$ cat src/rtl/uart_rx_fifo_pkg.sv
`timescale 1ns/1ps
// Shared types and bit positions for the receive queue.
// Assumes: a status vector of six bits, four flags per character.
package uart_rx_fifo_pkg;
    localparam int FLAG_W = 4;
    localparam int LSR_W  = 6;

    // Per-character flag positions (as driven on rx_err)
    localparam int F_PAR = 0;
    localparam int F_FRM = 1;
    localparam int F_BRK = 2;
    localparam int F_ERR = 3;

    // One queued character with its own status flags
    typedef struct packed {
        logic [FLAG_W-1:0] flags;
        logic [7:0]        data;
    } rx_entry_t;
endpackage

$ cat src/rtl/rx_char_former.sv
`timescale 1ns/1ps
// Builds the entry to be queued from an arriving character or a break.
// Assumes: rx_break wins over rx_valid in the same cycle.
module rx_char_former
    import uart_rx_fifo_pkg::*;
(
    input  logic              rx_valid,
    input  logic [7:0]        rx_data,
    input  logic [FLAG_W-1:0] rx_err,
    input  logic              rx_break,
    input  logic [1:0]        word_sel,
    output logic              push_try,
    output rx_entry_t         push_entry
);
    logic [7:0] keep_mask;

    // Word-length mask: keeps 5 + word_sel low bits
    always_comb keep_mask = 8'hFF >> (2'd3 - word_sel);

    // Select between the break token and the masked character
    always_comb begin
        push_try = rx_valid | rx_break;
        if (rx_break) begin
            push_entry.data         = 8'h00;
            push_entry.flags        = '0;
            push_entry.flags[F_BRK] = 1'b1;
            push_entry.flags[F_ERR] = 1'b1;
        end else begin
            push_entry.data  = rx_data & keep_mask;
            push_entry.flags = rx_err;
        end
    end

    always_comb begin
        if (rx_break)
            assert_break_token_R6: assert (push_entry.data == 8'h00 && push_entry.flags[F_BRK]);
    end
endmodule

$ cat src/rtl/rx_tag_store.sv
`timescale 1ns/1ps
// Circular store of tagged characters with read and write pointers.
// Assumes: deep_mode only changes while empty; DEPTH >= 2.
// Overflow is judged on the count before any same-cycle pop.
module rx_tag_store
    import uart_rx_fifo_pkg::*;
#(
    parameter int DEPTH = 16,
    localparam int PW = $clog2(DEPTH),
    localparam int CW = $clog2(DEPTH + 1)
) (
    input  logic              clk,
    input  logic              rst_n,
    input  logic              deep_mode,
    input  logic              wr_try,
    input  rx_entry_t         wr_entry,
    input  logic              rd_req,
    output logic [7:0]        head_data,
    output logic [FLAG_W-1:0] next_flags,
    output logic [CW-1:0]     count,
    output logic              wr_accept,
    output logic              wr_overflow,
    output logic              rd_done
);
    localparam logic [PW-1:0] LAST = PW'(DEPTH - 1);

    rx_entry_t     mem [DEPTH];
    logic [PW-1:0] wr_ptr, rd_ptr;
    logic [CW-1:0] cap;

    // Advance a pointer modulo the active capacity
    function automatic logic [PW-1:0] bump(input logic [PW-1:0] p, input logic deep);
        if (deep && p != LAST) return p + PW'(1);
        return '0;
    endfunction

    // Capacity and strobe qualification
    always_comb begin
        cap         = deep_mode ? CW'(DEPTH) : CW'(1);
        wr_accept   = wr_try & (count != cap);
        wr_overflow = wr_try & (count == cap);
        rd_done     = rd_req & (count != '0);
        head_data   = mem[rd_ptr].data;
        next_flags  = mem[bump(rd_ptr, deep_mode)].flags;
    end

    // Storage, pointers and occupancy
    always_ff @(posedge clk) begin
        if (!rst_n) begin
            for (int i = 0; i < DEPTH; i++) mem[i] <= '0;
            wr_ptr <= '0;
            rd_ptr <= '0;
            count  <= '0;
        end else begin
            if (wr_accept) begin
                mem[wr_ptr] <= wr_entry;
                wr_ptr      <= bump(wr_ptr, deep_mode);
            end
            if (rd_done) rd_ptr <= bump(rd_ptr, deep_mode);
            case ({wr_accept, rd_done})
                2'b10:   count <= count + CW'(1);
                2'b01:   count <= count - CW'(1);
                default: count <= count;
            endcase
        end
    end

    assert_count_bound_R1: assert property (@(posedge clk) disable iff (!rst_n)
        count <= cap);
    assert_ovf_keeps_count_R3: assert property (@(posedge clk) disable iff (!rst_n)
        wr_overflow && !rd_done |=> $stable(count));
    assert_empty_pop_idle_R8: assert property (@(posedge clk) disable iff (!rst_n)
        rd_req && count == '0 && !wr_try |=> count == '0 && $stable(rd_ptr));
endmodule

$ cat src/rtl/rx_line_status.sv
`timescale 1ns/1ps
// Sticky line-status bits and the character timeout counter.
// Assumes: head flags are ORed in only when an entry becomes the head;
// a same-cycle set wins over a status-read clear.
module rx_line_status
    import uart_rx_fifo_pkg::*;
#(
    parameter int CW     = 5,
    parameter int TOUT_W = 8
) (
    input  logic              clk,
    input  logic              rst_n,
    input  logic              wr_try,
    input  logic              wr_accept,
    input  logic              wr_overflow,
    input  logic [FLAG_W-1:0] wr_flags,
    input  logic              rd_done,
    input  logic [CW-1:0]     count,
    input  logic [FLAG_W-1:0] next_flags,
    input  logic              lsr_rd,
    output logic [LSR_W-1:0]  lsr,
    output logic [TOUT_W-1:0] tout
);
    logic [FLAG_W-1:0] head_set;
    logic [4:0]        err_q, err_set;

    // Flags of the entry that becomes the head this cycle
    always_comb begin
        head_set = '0;
        if (wr_accept && count == '0) head_set = wr_flags;
        if (rd_done) begin
            if (count >= CW'(2))  head_set = next_flags;
            else if (wr_accept)   head_set = wr_flags;
        end
        err_set = {head_set[F_ERR] | wr_overflow, head_set[F_BRK],
                   head_set[F_FRM], head_set[F_PAR], wr_overflow};
    end

    // Sticky error bits: clear on status read, set wins
    always_ff @(posedge clk) begin
        if (!rst_n) err_q <= '0;
        else        err_q <= (lsr_rd ? 5'b0 : err_q) | err_set;
    end

    // Timeout counter: restart on arrival, count while data waits
    always_ff @(posedge clk) begin
        if (!rst_n)                              tout <= '0;
        else if (wr_try)                         tout <= '0;
        else if (count != '0 && tout != '1)      tout <= tout + TOUT_W'(1);
    end

    // Status vector assembly
    always_comb lsr = {err_q, count != '0};

    assert_tout_clear_R2: assert property (@(posedge clk) disable iff (!rst_n)
        wr_try |=> tout == '0);
    assert_ovr_set_R3: assert property (@(posedge clk) disable iff (!rst_n)
        wr_overflow |=> lsr[1] && lsr[5] && lsr[0]);
    assert_dr_drop_R7: assert property (@(posedge clk) disable iff (!rst_n)
        rd_done && count == CW'(1) && !wr_try |=> !lsr[0]);
    assert_lsr_clear_R9: assert property (@(posedge clk) disable iff (!rst_n)
        lsr_rd && !wr_try && !rd_done |=> lsr[5:1] == 5'b0);
endmodule

$ cat src/rtl/uart_rx_fifo_tag.sv
`timescale 1ns/1ps
// Receive queue top: forms entries, stores them with per-character
// flags, and keeps the line-status vector and timeout counter.
// Assumes: single-cycle strobes; deep_mode changes only when empty.
module uart_rx_fifo_tag
    import uart_rx_fifo_pkg::*;
#(
    parameter int DEPTH  = 16,
    parameter int TOUT_W = 8
) (
    input  logic              clk,
    input  logic              rst_n,
    input  logic              deep_mode,
    input  logic [1:0]        word_sel,
    input  logic              rx_valid,
    input  logic [7:0]        rx_data,
    input  logic [3:0]        rx_err,
    input  logic              rx_break,
    input  logic              buf_rd,
    output logic [7:0]        rd_data,
    input  logic              lsr_rd,
    output logic [5:0]        lsr,
    output logic [TOUT_W-1:0] tout_count
);
    localparam int CW = $clog2(DEPTH + 1);

    logic              push_try, wr_accept, wr_overflow, rd_done;
    rx_entry_t         push_entry;
    logic [FLAG_W-1:0] next_flags;
    logic [CW-1:0]     count;

    rx_char_former u_former (
        .rx_valid  (rx_valid),
        .rx_data   (rx_data),
        .rx_err    (rx_err),
        .rx_break  (rx_break),
        .word_sel  (word_sel),
        .push_try  (push_try),
        .push_entry(push_entry)
    );

    rx_tag_store #(.DEPTH(DEPTH)) u_store (
        .clk        (clk),
        .rst_n      (rst_n),
        .deep_mode  (deep_mode),
        .wr_try     (push_try),
        .wr_entry   (push_entry),
        .rd_req     (buf_rd),
        .head_data  (rd_data),
        .next_flags (next_flags),
        .count      (count),
        .wr_accept  (wr_accept),
        .wr_overflow(wr_overflow),
        .rd_done    (rd_done)
    );

    rx_line_status #(.CW(CW), .TOUT_W(TOUT_W)) u_status (
        .clk        (clk),
        .rst_n      (rst_n),
        .wr_try     (push_try),
        .wr_accept  (wr_accept),
        .wr_overflow(wr_overflow),
        .wr_flags   (push_entry.flags),
        .rd_done    (rd_done),
        .count      (count),
        .next_flags (next_flags),
        .lsr_rd     (lsr_rd),
        .lsr        (lsr),
        .tout       (tout_count)
    );
endmodule

$ cat config.mk
export PLATFORM = sky130hd
export DESIGN_NAME = uart_rx_fifo_tag
export DESIGN_NICKNAME = d
export VERILOG_FILES = /design/src/rtl/uart_rx_fifo_pkg.sv /design/src/rtl/rx_char_former.sv /design/src/rtl/rx_tag_store.sv /design/src/rtl/rx_line_status.sv /design/src/rtl/uart_rx_fifo_tag.sv
export SDC_FILE = /design/constraint.sdc
export NUM_CORES = 1
export LEC_CHECK = 0
export ABC_AREA = 1
export BUFFER_PORTS_ARGS = -buffer_cell sky130_fd_sc_hd__buf_2
export CORE_MARGIN = 1
export CORE_UTILIZATION = 55
export CTS_BUF_LIST = sky130_fd_sc_hd__clkbuf_4 sky130_fd_sc_hd__clkbuf_8
export DETAILED_ROUTE_END_ITERATION = 8
export PLACE_DENSITY = 0.78
export SYNTH_ARGS = -nofsm -noshare
export SYNTH_HDL_FRONTEND = slang
export SYNTH_SLANG_ARGS = --single-unit
$ cat constraint.sdc
create_clock -name clk -period 3.7 [get_ports clk]
set_input_delay 0.74 -clock clk [delete_from_list [all_inputs] [get_ports clk]]
set_output_delay 0.74 -clock clk [all_outputs]
set_load 0.05 [all_outputs]
# Word-level counts from Yosys, hierarchy flattened

Memories as Yosys holds them, arrays and structs flattened. A register that Yosys moved wholly into a read port is not among the register bits.
Index checks and enable logic that the tools add are counted.

Multiplexer cells: 28
Magnitude comparators: 1
Bitwise logic cells: 8
$add $sub $neg: 6
Equal/unequal tests: 7
Reduce and logical (&&, ||, !) cells: 9
Shifts and indexed selects: 1

Operators by type and width:

| cell                                                                                | count |
|---|---|
| 4-bit 2-to-1 mux                                                                    | 12 |
| 12-bit 2-to-1 mux                                                                   | 2 |
| 12-bit OR reduction                                                                 | 1 |
| 1-bit 2-to-1 mux                                                                    | 11 |
| 5-bit 2-to-1 mux                                                                    | 2 |
| 5-bit case mux with 2 select lines                                                  | 1 |
| 4-bit by 1-bit adder with 4-bit output, second input constant                       | 2 |
| 8-bit by 1-bit adder with 8-bit output, second input constant                       | 1 |
| 8-bit AND                                                                           | 1 |
| 4-bit inequality test, second input constant                                        | 2 |
| 8-bit inequality test, second input constant                                        | 1 |
| 8-bit by 2-bit >> shifter with 8-bit output, first input constant                   | 1 |
| 5-bit by 1-bit adder with 5-bit output, second input constant                       | 1 |
| 5-bit equality test                                                                 | 1 |
| 5-bit by 2-bit greater-or-equal comparator with 1-bit output, second input constant | 1 |
| 5-bit logical NOT                                                                   | 1 |
| 5-bit inequality test                                                               | 1 |
| 5-bit OR                                                                            | 1 |
| 5-bit nonzero test                                                                  | 1 |
| 5-bit by 1-bit subtractor with 5-bit output, second input constant                  | 1 |
| 1-bit logical AND                                                                   | 4 |
| 1-bit AND                                                                           | 3 |
| 2-bit by 1-bit equality test with 1-bit output, second input constant               | 1 |
| 2-bit equality test, second input constant                                          | 1 |
| other kinds (5)                                                                     | 6 |

Bits in writable memories: 192
Memories: 1
Register bits after elaboration: 26
Output and inout port bits: 22

Memory list:

| memory      | depth | width | rd ports | clocked after memory_dff | wr ports | line               | text |
|---|---|---|---|---|---|---|---|
| u_store.mem | 16    | 12    | 2        | 1                        | 16       | rx_tag_store.sv:27 | `rx_entry_t mem [DEPTH];` |

# Logic depth before layout (Yosys ltp)

Gate-level depths: netlist of the first run.

Depth after elaboration: 10
Depth in mapped cells: 17
Gate-level depth less buffers: 17

# Hierarchy

Synthesis of the first run repeated with hierarchy kept, for this count alone.

Cells, all modules: 1226
Area total of the unflattened synthesis: 10940.5 um^2

Modules (own cells, without submodules):

| module         | times used | sequential area each (um^2) | cells an instance | area an instance (um^2) |
|---|---|---|---|---|
| rx_tag_store   | 1          | 6105.9                      | 1076              | 10039.6 |
| rx_line_status | 1          | 260.2                       | 123               | 784.5 |
| rx_char_former | 1          | 0.0                         | 27                | 116.4 |

# Worst setup path after synthesis of the first run

Ideal clock, no wire load.

Path kind: register to output
Start point: reg (tool-made name)
End point: out rd_data[0]
Slack: 1.402 ns
Stages on the path, launching flop included: 8
Data arrival time: 1.558 ns
Required time: 2.960 ns
Path buffers: 3
Path through: dfxtp_1 buf_2 buf_4 buf_2 mux2i_1 o211ai_1 o211ai_1 nand2_1

RTL lines:

| element   | line                   | text |
|---|---|---|
| to (decl) | uart_rx_fifo_tag.sv:20 | `output logic [7:0] rd_data,` |

==> results of run 1 <==
-- through the flow --
step,worst slack [ns],utilization,area [sq um]
3_3_place_gp,0.832,0.579,10800
4_1_cts,0.461,0.618,11500
2_1_floorplan,1.40,-,10500
5_1_grt,0.316,0.618,11500
3_5_place_dp,0.767,0.579,10800
6_report,0.407,0.618,11500
-- layout make-up --
| cell class | instances | area (sq um) | share of cell area |
|---|---|---|---|
| Clock buffer | 53 | 667 | 0.0579 |
| Clock inverter | 12 | 60.1 | 0.00522 |
| Inverter | 99 | 377 | 0.0327 |
| Multi-Input combinational cell | 654 | 3420 | 0.297 |
| Sequential cell | 222 | 6370 | 0.553 |
| Tap cell | 234 | 293 | 0.0254 |
| Timing Repair Buffer | 58 | 330 | 0.0287 |
-- how the worst max path moves through the flow --
| stage | startpoint | slack (ns) | cells past startpoint | to |
|---|---|---|---|---|
| detailed placement | deep_mode | 0.77 | 9 | u_store.mem[7][7] |
| floorplan | flip-flop | 1.40 | 7 | rd_data[0] |
| finish | flip-flop | 0.41 | 6 | rd_data[1] |
| CTS | flip-flop | 0.46 | 6 | rd_data[6] |
| global placement | deep_mode | 0.83 | 11 | u_store.mem[9][3] |
| global route | flip-flop | 0.32 | 6 | rd_data[1] |
-- sequential cells by signal, summed over array words and instances (netlist names), named ones only --
signal          cells
u_store.count       5
u_store.wr_ptr      4
u_store.mem       192
u_status.tout       8
u_store.rd_ptr      4
u_status.err_q      5
-- tightest hold or removal path: cells and delay by family, from the launching register on --
family | cells | cell delay (ns)
flip-flops | 1 | 0.31
AND/OR/NAND/NOR | 1 | 0.06
AO/OA/AOI/OAI | 1 | 0.06
-- cell usage after synthesis, types with 13 or more instances --
library cell,number,area [sq um]
clkbuf_1,37,139
nand2_2,13,81.3
nand2_1,90,338
mux2i_1,32,320
o21ai_0,64,320
nand3_1,53,265
inv_1,92,345
dfxtp_1,30,601
nand4_1,14,87.6
buf_2,23,115
edfxtp_1,192,5770
a21oi_1,56,280
nor2_1,230,863
o211ai_1,49,368
-- cell families (layout without fill, tap and decap cells) --
| kind of cell | count (synthesis) | after routing | share of synthesized area |
|---|---|---|---|
| simple gates | 431 | 431 | 0.183 |
| flops | 222 | 222 | 0.609 |
| compound gates | 179 | 179 | 0.100 |
| buf+inv | 164 | 222 | 0.0637 |
| mux | 32 | 32 | 0.0307 |
| fa+ha+maj | 9 | 9 | 0.0108 |
| xor+xnor | 3 | 3 | 0.00251 |
-- power by group --
group          internal [mW]  total (mW)  switching, mW
combinational          0.618        2.27           1.66
clock                   1.16        2.13          0.964
sequential              2.90        3.02          0.114
-- metal layers --
metal,GRT usage,routed length [um]
met1,0.374,10700
met2,0.433,12000
met3,0.0575,2540
met4,0.102,806
met5,0,0
==> summary.txt, run 1 <==
Status
  – Run status: finished clean

Worst setup path
  – Crit-path cells: buf_4 -> mux2i_1 -> o21ai_0 -> o211ai_1 -> nand2_1 -> buf_2
  – Critical path endpoint category: output pin
  – Worst EP arrival: 2.55 ns
  – Critical Path Start Type: flip-flop
  – FF-to-FF End: u_store.mem[9][1]
  – Flop2flop setup slack: 1.28 ns
  – WS Path Type: flip-flop to output pin
  – Largest delay contributor family on the critical path: buffers and inverters
  – Critical path buffers and inverters: 2
  – CP max-delay cell: buf_4
  – Worst r2r path cells: 10
  – Crit-path max FO: 51
  – R2R Path Start: u_store.count[0]
  – WP data required: 2.96 ns
  – CP peak stage delay: 0.48 ns

Die
  – Die outline height: 140 um
  – Die ar.: 19600 sq um
  – # IOs: 43
  – Die Wd: 140 um
  – Placeable core area: 18600 sq um
  – Starting Density: 0.561
  – # rows: 50

Clock tree
  – CTS tree: built
  – CTS-repair resized insts: 0
  – Clock slew at reported path FFs: 0.06 ns
  – Post-CTS Repair Setup Buffers: 0
  – Root buffer cell: clkbuf_8
  – Longest Clk Path Bufs: 3
  – Hold buffer count at CTS: 0
  – Num Clock Sinks: 222
  – H-tree Lvls: 2
  – CTS Buf Count: 36
  – Clock latency on the worst-skew pair: 0.53 ns

Routing
  – Via count: about 7900
  – DRC: 0
  – DRT antenna net count: 0
  – Routed len/inst: about 20 um
  – Post-DR vias/cell: 5.89
  – 1st-iter DRT viols: 733
  – Final WL: 26100 um
  – Pre-antenna DRT Iters: 5

Finish
  – Commonest non-fill, non-tap cell in the layout: nor2_1
  – # nets final: 1101
  – Syn-to-layout area delta: 10.2%
  – Final Non-Filler Cells: around 1300
  – # diodes: 0
  – Most frequent cells in the layout: 230 x nor2_1, 192 x edfxtp_1, 92 x inv_1
  – # fillers: around 1500
  – Share of cells above drive strength 1: 0.148

Placed design
  – Port Buf Inserts: 42
  – Gpl congestion: 0.863
  – Placed cell count: 1267
  – Post-DP HPWL: 17000 um

Yosys
  – Seq cells post-synth: 222
  – Yosys Warn Count: 0
  – Ys async rst share: 0
  – Post-Syn Area: between 10000 and 15000 sq um
  – Library cells used by synthesis: 36
  – Avg Synthesized Cell Area: 10.0 sq um
  – Post-synth EDFFs: 192
  – Register area share after synthesis: 0.609
  – Synth Net Count: between 1000 and 1500
  – Cell count after synthesis: 1040
  – Dominant synthesized flop cell: edfxtp_1

Global route
  – Largest net degree at the start of global routing: 52
  – Initial antenna violation count: 0
  – Global-route wire length before repair: 40300 um
  – Grt total ovfl: 0
  – Overall routing resource usage: 0.274
  – Number of global-route vias before repair: 7416

Min path
  – Hold path depth: 2
  – Worst Hold Endpoint: u_status.err_q[0]
  – HP Class: flip-flop to flip-flop
  – Min-delay src: u_status.err_q[0]

Timing
  – Worst-margin pin slew: 1.01 ns
  – Min cycle time layout: ~3.3 ns
  – Min Hold Slack: 0.469 ns
  – Setup skew after layout: 0.0238 ns
  – Slew margin rel.: 0.324
  – Final hold vios: 0
  – RSZ-0062 raised after global routing: no
  – Final setup viols: 0
  – Setup TNS: 0 ns
  – Final worst-path cycle share: 0.890
  – Highest clock rate: 304 MHz
  – Final Max Tran Viols: 0

Power and ir drop
  – Leak: 4.51 nW
  – Power Total: 7.42 mW
  – PwrDens: about 640 nW/um^2
  – Max VDD drop: around 0.45 mV

Job
  – Max-cap violations: 0
(Power assumes the default switching activity.)
==> run 2: changes to the inputs <==
--- a/config.mk
+++ b/config.mk
@@ -12,6 +12,8 @@
 export CTS_BUF_LIST = sky130_fd_sc_hd__clkbuf_4 sky130_fd_sc_hd__clkbuf_8
 export DETAILED_ROUTE_END_ITERATION = 8
 export PLACE_DENSITY = 0.78
+export RECOVER_POWER = 100
 export SYNTH_ARGS = -nofsm -noshare
 export SYNTH_HDL_FRONTEND = slang
+export SYNTH_HIERARCHICAL = 1
 export SYNTH_SLANG_ARGS = --single-unit
==> constraint.sdc (replaced) <==
create_clock -name clk -period 3.3 [get_ports clk]
set_input_delay 0.66 -clock clk [delete_from_list [all_inputs] [get_ports clk]]
set_output_delay 0.66 -clock clk [all_outputs]
set_load 0.05 [all_outputs]
==> run 2 against run 1 <==
Combinational power hardly changed. Core utilization is 0.49 points lower. Critical path depth is 1 higher. Via count is 9.8% higher. Synthesized cell count is 18% higher. Critical path type unchanged. Largest power group unchanged.
==> summary.txt, run 2 <==
Die
  – # rows: 51 (was 50)
  – # IOs: 43 (unchanged)
  – Die ar.: 20500 sq um (was 19600 sq um)
  – Die Wd: 143 um (was 140 um)
  – Starting Density: 0.562 (was 0.561)
  – Placeable core area: 19500 sq um (was 18600 sq um)
  – Die outline height: 143 um (was 140 um)

Power and ir drop
  – Pint: 5.21 mW (was 4.68 mW)
  – Clock share of power: 0.299 (was 0.287)
  – PwrDens: 684 nW/um^2 (was 644 nW/um^2)
  – Net switching power: 2.94 mW (was 2.73 mW)
  – Sw frac: 0.361 (was 0.369)
  – Leak: 4.91 nW (was 4.51 nW)
  – Max VDD drop: 0.545 mV (was 0.451 mV)
  – Sequential Power Share: 0.419 (was 0.407)
  – Combinational share of power: 0.282 (was 0.307)

Clock tree
  – Post-CTS Repair Setup Buffers: 0 (unchanged)
  – CTS-repair resized insts: 0 (unchanged)
  – CTS Buf Count: 37 (was 36)
  – Num Clock Sinks: 222 (unchanged)
  – H-tree Lvls: 2 (unchanged)
  – Root buffer cell: clkbuf_8 (unchanged)
  – Longest Clk Path Bufs: 3 (unchanged)
  – Clock latency on the worst-skew pair: 0.53 ns (about the same)
  – Hold buffer count at CTS: 0 (unchanged)
  – Clock slew at reported path FFs: 0.06 ns (about the same)
  – CTS tree: built (unchanged)

Worst setup path
  – Critical Path Start Type: flip-flop (unchanged)
  – CP peak stage delay: 0.65 ns (was 0.48 ns)
  – CP max-delay cell: dfxtp_4 (was buf_4)
  – Critical path buffers and inverters: 2 (unchanged)
  – Critical path's most frequent cell: nand3_1
  – Crit-path cells: buf_12 -> a21oi_1 -> o21ai_0 -> nand3_1 -> nand3_1 -> nand2_1 -> clkbuf_2 (was buf_4 -> mux2i_1 -> o21ai_0 -> o211ai_1 -> nand2_1 -> buf_2)
  – WS Path Type: flip-flop to output pin (unchanged)
  – WP data required: 2.64 ns (was 2.96 ns)
  – Critical path endpoint category: output pin (unchanged)
  – Largest delay contributor family on the critical path: flip-flops (was buffers and inverters)
  – Worst EP arrival: 2.35 ns (was 2.55 ns)
  – Crit-path max FO: 50 (was 51)

Finish
  – Commonest non-fill, non-tap cell in the layout: nor2_1 (unchanged)
  – Most flops, register: u_store/mem (was u_store.mem)
  – Most frequent cells in the layout: 263 x nor2_1, 192 x edfxtp_1, 180 x nand2_1 (was 230 x nor2_1, 192 x edfxtp_1, 92 x inv_1)
  – # diodes: 0 (unchanged)
  – Largest regs: u_store/mem: 192 flops, u_status/tout: 8 flops (was u_store.mem: 192 flops, u_status.tout: 8 flops)
  – Max FFs per register: 192 (unchanged)
  – # fillers: 1682 (was 1526)
  – Syn-to-layout area delta: 9.00% (was 10.2%)
  – Non-Filler Cell Area, Final: 11900 sq um (was 11500 sq um)
  – # nets final: 1289 (was 1101)
  – Share of cells above drive strength 1: 0.0887 (was 0.148)

Global route
  – Number of global-route vias before repair: 8109 (was 7416)
  – Initial antenna violation count: 0 (unchanged)
  – Grt total ovfl: 0 (unchanged)
  – Overall routing resource usage: 0.271 (was 0.274)
  – Largest net degree at the start of global routing: 65 (was 52)
  – Global-route wire length before repair: 42100 um (was 40300 um)

Yosys
  – Dominant synthesized flop cell: edfxtp_1 (unchanged)
  – Avg Synthesized Cell Area: 8.92 sq um (was 10.0 sq um)
  – Synth Net Count: 1256 (was 1070)
  – Commonest cells in the netlist: 262 x nor2_1, 192 x edfxtp_1, 178 x nand2_1 (was 230 x nor2_1, 192 x edfxtp_1, 92 x inv_1)
  – Seq cells post-synth: 222 (unchanged)
  – Synth top area share: 0.527 (was 0.552)
  – Post-synth EDFFs: 192 (unchanged)
  – Largest area contributor in the netlist: edfxtp_1 (unchanged)
  – Library cells used by synthesis: 33 (was 36)
  – Ys async rst share: 0 (unchanged)
  – Synth area leaders: edfxtp_1 53%, nor2_1 9.0%, nand2_1 6.1% (was edfxtp_1 55%, nor2_1 8.3%, dfxtp_1 5.7%)
  – Register area share after synthesis: 0.582 (was 0.609)
  – Post-Syn Area: 10900 sq um (was 10500 sq um)
  – Yosys Warn Count: 6 (was 0)
  – Count leader, synth: nor2_1 (unchanged)
  – Cell count after synthesis: 1226 (was 1040)

Routing
  – DRC: 0 (unchanged)
  – Final WL: 26900 um (was 26100 um)
  – DRT antenna net count: 0 (unchanged)
  – Via count: 8618 (was 7851)
  – Routed len/inst: 17.4 um (was 19.6 um)
  – Post-DR vias/cell: 5.56 (was 5.89)
  – 1st-iter DRT viols: 1092 (was 733)
  – Pre-antenna DRT Iters: 7 (was 5)

Timing
  – Setup TNS: 0 ns (unchanged)
  – Final Max Tran Viols: 0 (unchanged)
  – Min cycle time layout: 3.01 ns
  – Final hold vios: 0 (unchanged)
  – Highest clock rate: 333 MHz
  – Slew margin rel.: 0.245 (was 0.324)
  – RSZ-0062 raised after global routing: no (unchanged)
  – Worst-margin pin slew: 1.13 ns (was 1.01 ns)
  – Final worst-path cycle share: 0.911
  – Final setup viols: 0 (unchanged)
  – Setup skew after layout: 0.0200 ns (was 0.0238 ns)

Placed design
  – Post-DP HPWL: 17200 um (was 17000 um)
  – Gpl congestion: 0.879 (was 0.863)
  – Port Buf Inserts: 42 (unchanged)
  – Cell Area, Placed: 11300 sq um (was 10800 sq um)

Status
  – Run status: finished clean (unchanged)

Job
  – Max-cap violations: 0 (unchanged)

Min path
  – HP Class: flip-flop to flip-flop (unchanged)
[run 2: power by group through the flow]
stage          logic, mW  registers, mW  clock network (mW)
6_report            2.30           3.42                2.44
5_1_grt             2.51           3.44                2.60
4_1_cts             2.31           3.41                2.48
3_5_place_dp        2.29           3.47                   0
3_3_place_gp        2.27           3.47                   0
2_1_floorplan       1.67           3.48                   0
[run 2: path summary, 6_finish.rpt]
path	start	endpoint	slack, ns	cells after the start
setup / recovery	flip-flop	rd_data[0]	0.29	7
hold / removal	u_status/err_q[0]	u_status/err_q[0]	0.51	2
setup reg to reg	u_store/count[0]	u_store/mem[4][9]	0.35	8
hold reg to reg	u_status/err_q[0]	u_status/err_q[0]	0.51	2
[run 2: layout make-up]
cell class / count / area [sq um] / area share
Clock buffer: 48 / 598 / 0.0502
Sequential cell: 222 / 6370 / 0.534
Inverter: 181 / 679 / 0.0570
Multi-Input combinational cell: 754 / 3470 / 0.291
Clock inverter: 17 / 136 / 0.0114
Timing Repair Buffer: 63 / 337 / 0.0282
Tap cell: 265 / 332 / 0.0278
[run 2: cell families (layout without fill, tap and decap cells)]
group | count (synthesis) | in the layout | share of synthesized area
adders and majority gates | 9 | 9 | 0.0103
DFF | 222 | 222 | 0.582
AOI/OAI and AO/OA | 128 | 128 | 0.0663
and+or+nand+nor | 610 | 610 | 0.242
xor gates and xnor gates | 7 | 7 | 0.00560
buffers and inverters | 250 | 309 | 0.0937
[run 2: worst reg2reg max path, cell delays in order, from the launching register on]
cell and delay [ns]:
dfxtp_1 0.46, inv_1 0.12, o21ai_0 0.21, nand3_2 0.11, nand2_1 0.34, nor2_8 0.13
nand3_1 0.10, clkbuf_1 0.52, nand2_1 0.56
[run 2: per-layer routing]
layer  share of wire  track usage  routed length [um]
met5               0            0                   0
met1            0.41        0.365               11100
met3           0.084       0.0480                2270
met4           0.019       0.0900                 504
met2            0.48        0.443               13000
[run 2: per-stage QoR]
step / power, mW / util / std cells / hold slack, ns / worst slack [ns]
4_1_cts: 8.21 / 0.620 / 1550 / 0.510 / 0.320
3_5_place_dp: 5.76 / 0.582 / 1485 / 0.495 / 0.500
6_report: 8.16 / 0.613 / 1550 / 0.507 / 0.295
2_1_floorplan: 5.15 / - / 1226 / 0.491 / 1.03
3_3_place_gp: 5.73 / 0.582 / 1485 / 0.495 / 0.543
5_1_grt: 8.54 / 0.613 / 1550 / 0.550 / 0.143
==> run 3: changes to the inputs <==
--- a/config.mk
+++ b/config.mk
@@ -6,11 +6,12 @@
 export NUM_CORES = 1
 export LEC_CHECK = 0
 export ABC_AREA = 1
-export BUFFER_PORTS_ARGS = -buffer_cell sky130_fd_sc_hd__buf_2
+export BUFFER_PORTS_ARGS = -buffer_cell sky130_fd_sc_hd__buf_4
 export CORE_MARGIN = 1
 export CORE_UTILIZATION = 55
 export CTS_BUF_LIST = sky130_fd_sc_hd__clkbuf_4 sky130_fd_sc_hd__clkbuf_8
 export DETAILED_ROUTE_END_ITERATION = 8
+export HOLD_SLACK_MARGIN = 0.06
 export PLACE_DENSITY = 0.78
 export RECOVER_POWER = 100
 export SYNTH_ARGS = -nofsm -noshare
==> run 3 against run 2 <==
Design area grew 0.34%. Sequential power about the same. Routed wire length grew 4.2%. Critical path depth did not move. Sequential share of layout area is 0.18 points lower. Critical endpoint is now rd_data[3]. Highest routed layer unchanged.
==> summary.txt, run 3 (synthesis results as in run 2) <==
Routing
  – Final WL: 28100 um (was 26900 um)
  – DRT antenna net count: 0 (unchanged)
  – Post-DR vias/cell: 5.62 (was 5.56)
  – Via count: 8696 (was 8618)
  – DRC: 0 (unchanged)
  – 1st-iter DRT viols: 1035 (was 1092)
  – Routed len/inst: 18.1 um (was 17.4 um)
  – Pre-antenna DRT Iters: 7 (unchanged)

Timing
  – Final setup viols: 0 (unchanged)
  – Final Max Tran Viols: 0 (unchanged)
  – Slew margin rel.: 0.378 (was 0.245)
  – Highest clock rate: 327 MHz (was 333 MHz)
  – Setup TNS: 0 ns (unchanged)
  – Final worst-path cycle share: 0.926 (was 0.911)
  – Setup ws final: 0.243 ns (was 0.295 ns)
  – Setup skew after layout: 0.0103 ns (was 0.0200 ns)
  – RSZ-0062 raised after global routing: no (unchanged)
  – Final hold vios: 0 (unchanged)
  – Min cycle time layout: 3.06 ns (was 3.01 ns)
  – Worst-margin pin slew: 0.931 ns (was 1.13 ns)
  – Min Hold Slack: 0.520 ns (was 0.507 ns)

Power and ir drop
  – Net switching power: 2.98 mW (was 2.94 mW)
  – Clock share of power: 0.302 (was 0.299)
  – Pint: 5.28 mW (was 5.21 mW)
  – Sequential Power Share: 0.410 (was 0.419)
  – Combinational share of power: 0.288 (was 0.282)
  – Power Total: 8.26 mW (was 8.16 mW)
  – Sw frac: 0.361 (about the same)
  – Max VDD drop: 0.523 mV (was 0.545 mV)
  – Leak: 4.92 nW (was 4.91 nW)
  – PwrDens: 690 nW/um^2 (was 684 nW/um^2)

Clock tree
  – CTS tree: built (unchanged)
  – CTS-repair resized insts: 0 (unchanged)
  – Hold buffer count at CTS: 0 (unchanged)
  – Longest Clk Path Bufs: 3 (unchanged)
  – Root buffer cell: clkbuf_8 (unchanged)
  – Clock slew at reported path FFs: 0.06 ns (about the same)
  – Clock latency on the worst-skew pair: 0.52 ns (was 0.53 ns)
  – H-tree Lvls: 2 (unchanged)
  – Num Clock Sinks: 222 (unchanged)
  – Post-CTS Repair Setup Buffers: 0 (unchanged)
  – CTS Buf Count: 36 (was 37)

Finish
  – Most flops, register: u_store/mem (unchanged)
  – # diodes: 0 (unchanged)
  – Most frequent cells in the layout: 264 x nor2_1, 192 x edfxtp_1, 181 x nand2_1 (was 263 x nor2_1, 192 x edfxtp_1, 180 x nand2_1)
  – Syn-to-layout area delta: 9.37% (was 9.00%)
  – Share of cells above drive strength 1: 0.0811 (was 0.0887)
  – Largest regs: u_store/mem: 192 flops, u_status/tout: 8 flops (unchanged)
  – Final Non-Filler Cells: 1547 (was 1550)
  – Commonest non-fill, non-tap cell in the layout: nor2_1 (unchanged)
  – Max FFs per register: 192 (unchanged)
  – # nets final: 1286 (was 1289)

Placed design
  – Placed cell count: 1483 (was 1485)
  – Gpl congestion: 0.857 (was 0.879)
  – Setup slack after placement: 0.563 ns (was 0.500 ns)
  – Port Buf Inserts: 42 (unchanged)
  – Post-DP HPWL: 18000 um (was 17200 um)

Status
  – Run status: finished clean (unchanged)

Die
  – Die ar.: 20500 sq um (unchanged)
  – Starting Density: 0.562 (unchanged)
  – Die outline height: 143 um (unchanged)
  – Die Wd: 143 um (unchanged)
  – Placeable core area: 19500 sq um (unchanged)
  – # rows: 51 (unchanged)
  – # IOs: 43 (unchanged)

Global route
  – Initial antenna violation count: 0 (unchanged)
  – Number of global-route vias before repair: 7953 (was 8109)
  – Overall routing resource usage: 0.285 (was 0.271)
  – Largest net degree at the start of global routing: 65 (unchanged)
  – Global-route wire length before repair: 43200 um (was 42100 um)
  – Grt total ovfl: 0 (unchanged)

Worst setup path
  – WS Path Type: flip-flop to output pin (unchanged)
  – WP data required: 2.64 ns (about the same)
  – Critical path endpoint category: output pin (unchanged)
  – Worst EP arrival: 2.40 ns (was 2.35 ns)
  – Crit-path max FO: 48 (was 50)
  – Critical Path Start Type: flip-flop (unchanged)

Job
  – Max-cap violations: 0 (unchanged)

Min path
  – HP Class: flip-flop to flip-flop (unchanged)
==> run 3: cell types whose count changed in the layout (fill, tap and decap cells not counted), sizes merged <==
cell / delta
buf: -1
clkbuf: -9
bufinv: +2
clkinv: +6
clkinvlp: -1
==> run 3: worst paths after layout <==
kind	startpoint	to	slack, ns	depth (start not counted)
worst max register to register	u_store/rd_ptr[1]	u_status/err_q[3]	0.44	14
worst max-delay path	flip-flop	rd_data[3]	0.24	7
worst min register to register	u_status/err_q[0]	u_status/err_q[0]	0.52	2
worst min-delay path	u_status/err_q[0]	u_status/err_q[0]	0.52	2
==> run 3: power by group through the flow <==
| stage | Clock (mW) | Combinational (mW) | Sequential (mW) |
|---|---|---|---|
| after floorplan | 0 | 1.67 | 3.48 |
| after global placement | 0 | 2.38 | 3.44 |
| after detailed placement | 0 | 2.42 | 3.45 |
| after CTS | 2.52 | 2.44 | 3.39 |
| after global routing | 2.65 | 2.58 | 3.41 |
| final | 2.49 | 2.38 | 3.39 |
==> run 3: area by class of cell <==
type | instances | area, sq um
Timing Repair Buffer | 61 | 378
Sequential cell | 222 | 6370
Inverter | 181 | 679
Clock inverter | 24 | 211
Multi-Input combinational cell | 754 | 3460
Clock buffer | 40 | 532
Tap cell | 265 | 332
Fill cell | 1631 | 7500
==> run 3: worst max-delay path: stages, from the launching register on <==
cell      delay [ns]
dfxtp_4         0.45
clkbuf_4        0.48
nand2_1         0.13
o211ai_1        0.10
nand3_1         0.22
nand3_1         0.19
nand2_1         0.07
clkbuf_2        0.24
==> run 3: metrics by stage <==
stage,instance area (sq um),utilization
3_3_place_gp,11400,0.587
3_5_place_dp,11400,0.587
2_1_floorplan,10900,-
6_report,12000,0.615
5_1_grt,12000,0.615
4_1_cts,12200,0.625
==> run 3: metal layers <==
metal | part of all wire | vias to the layer above | GRT usage
met2 | 0.45 | 468 | 0.442
met3 | 0.11 | 68 | 0.0671
li1 | - | 4063 | -
met1 | 0.41 | 4097 | 0.390
met4 | 0.034 | 0 | 0.108
met5 | 0 | - | 0
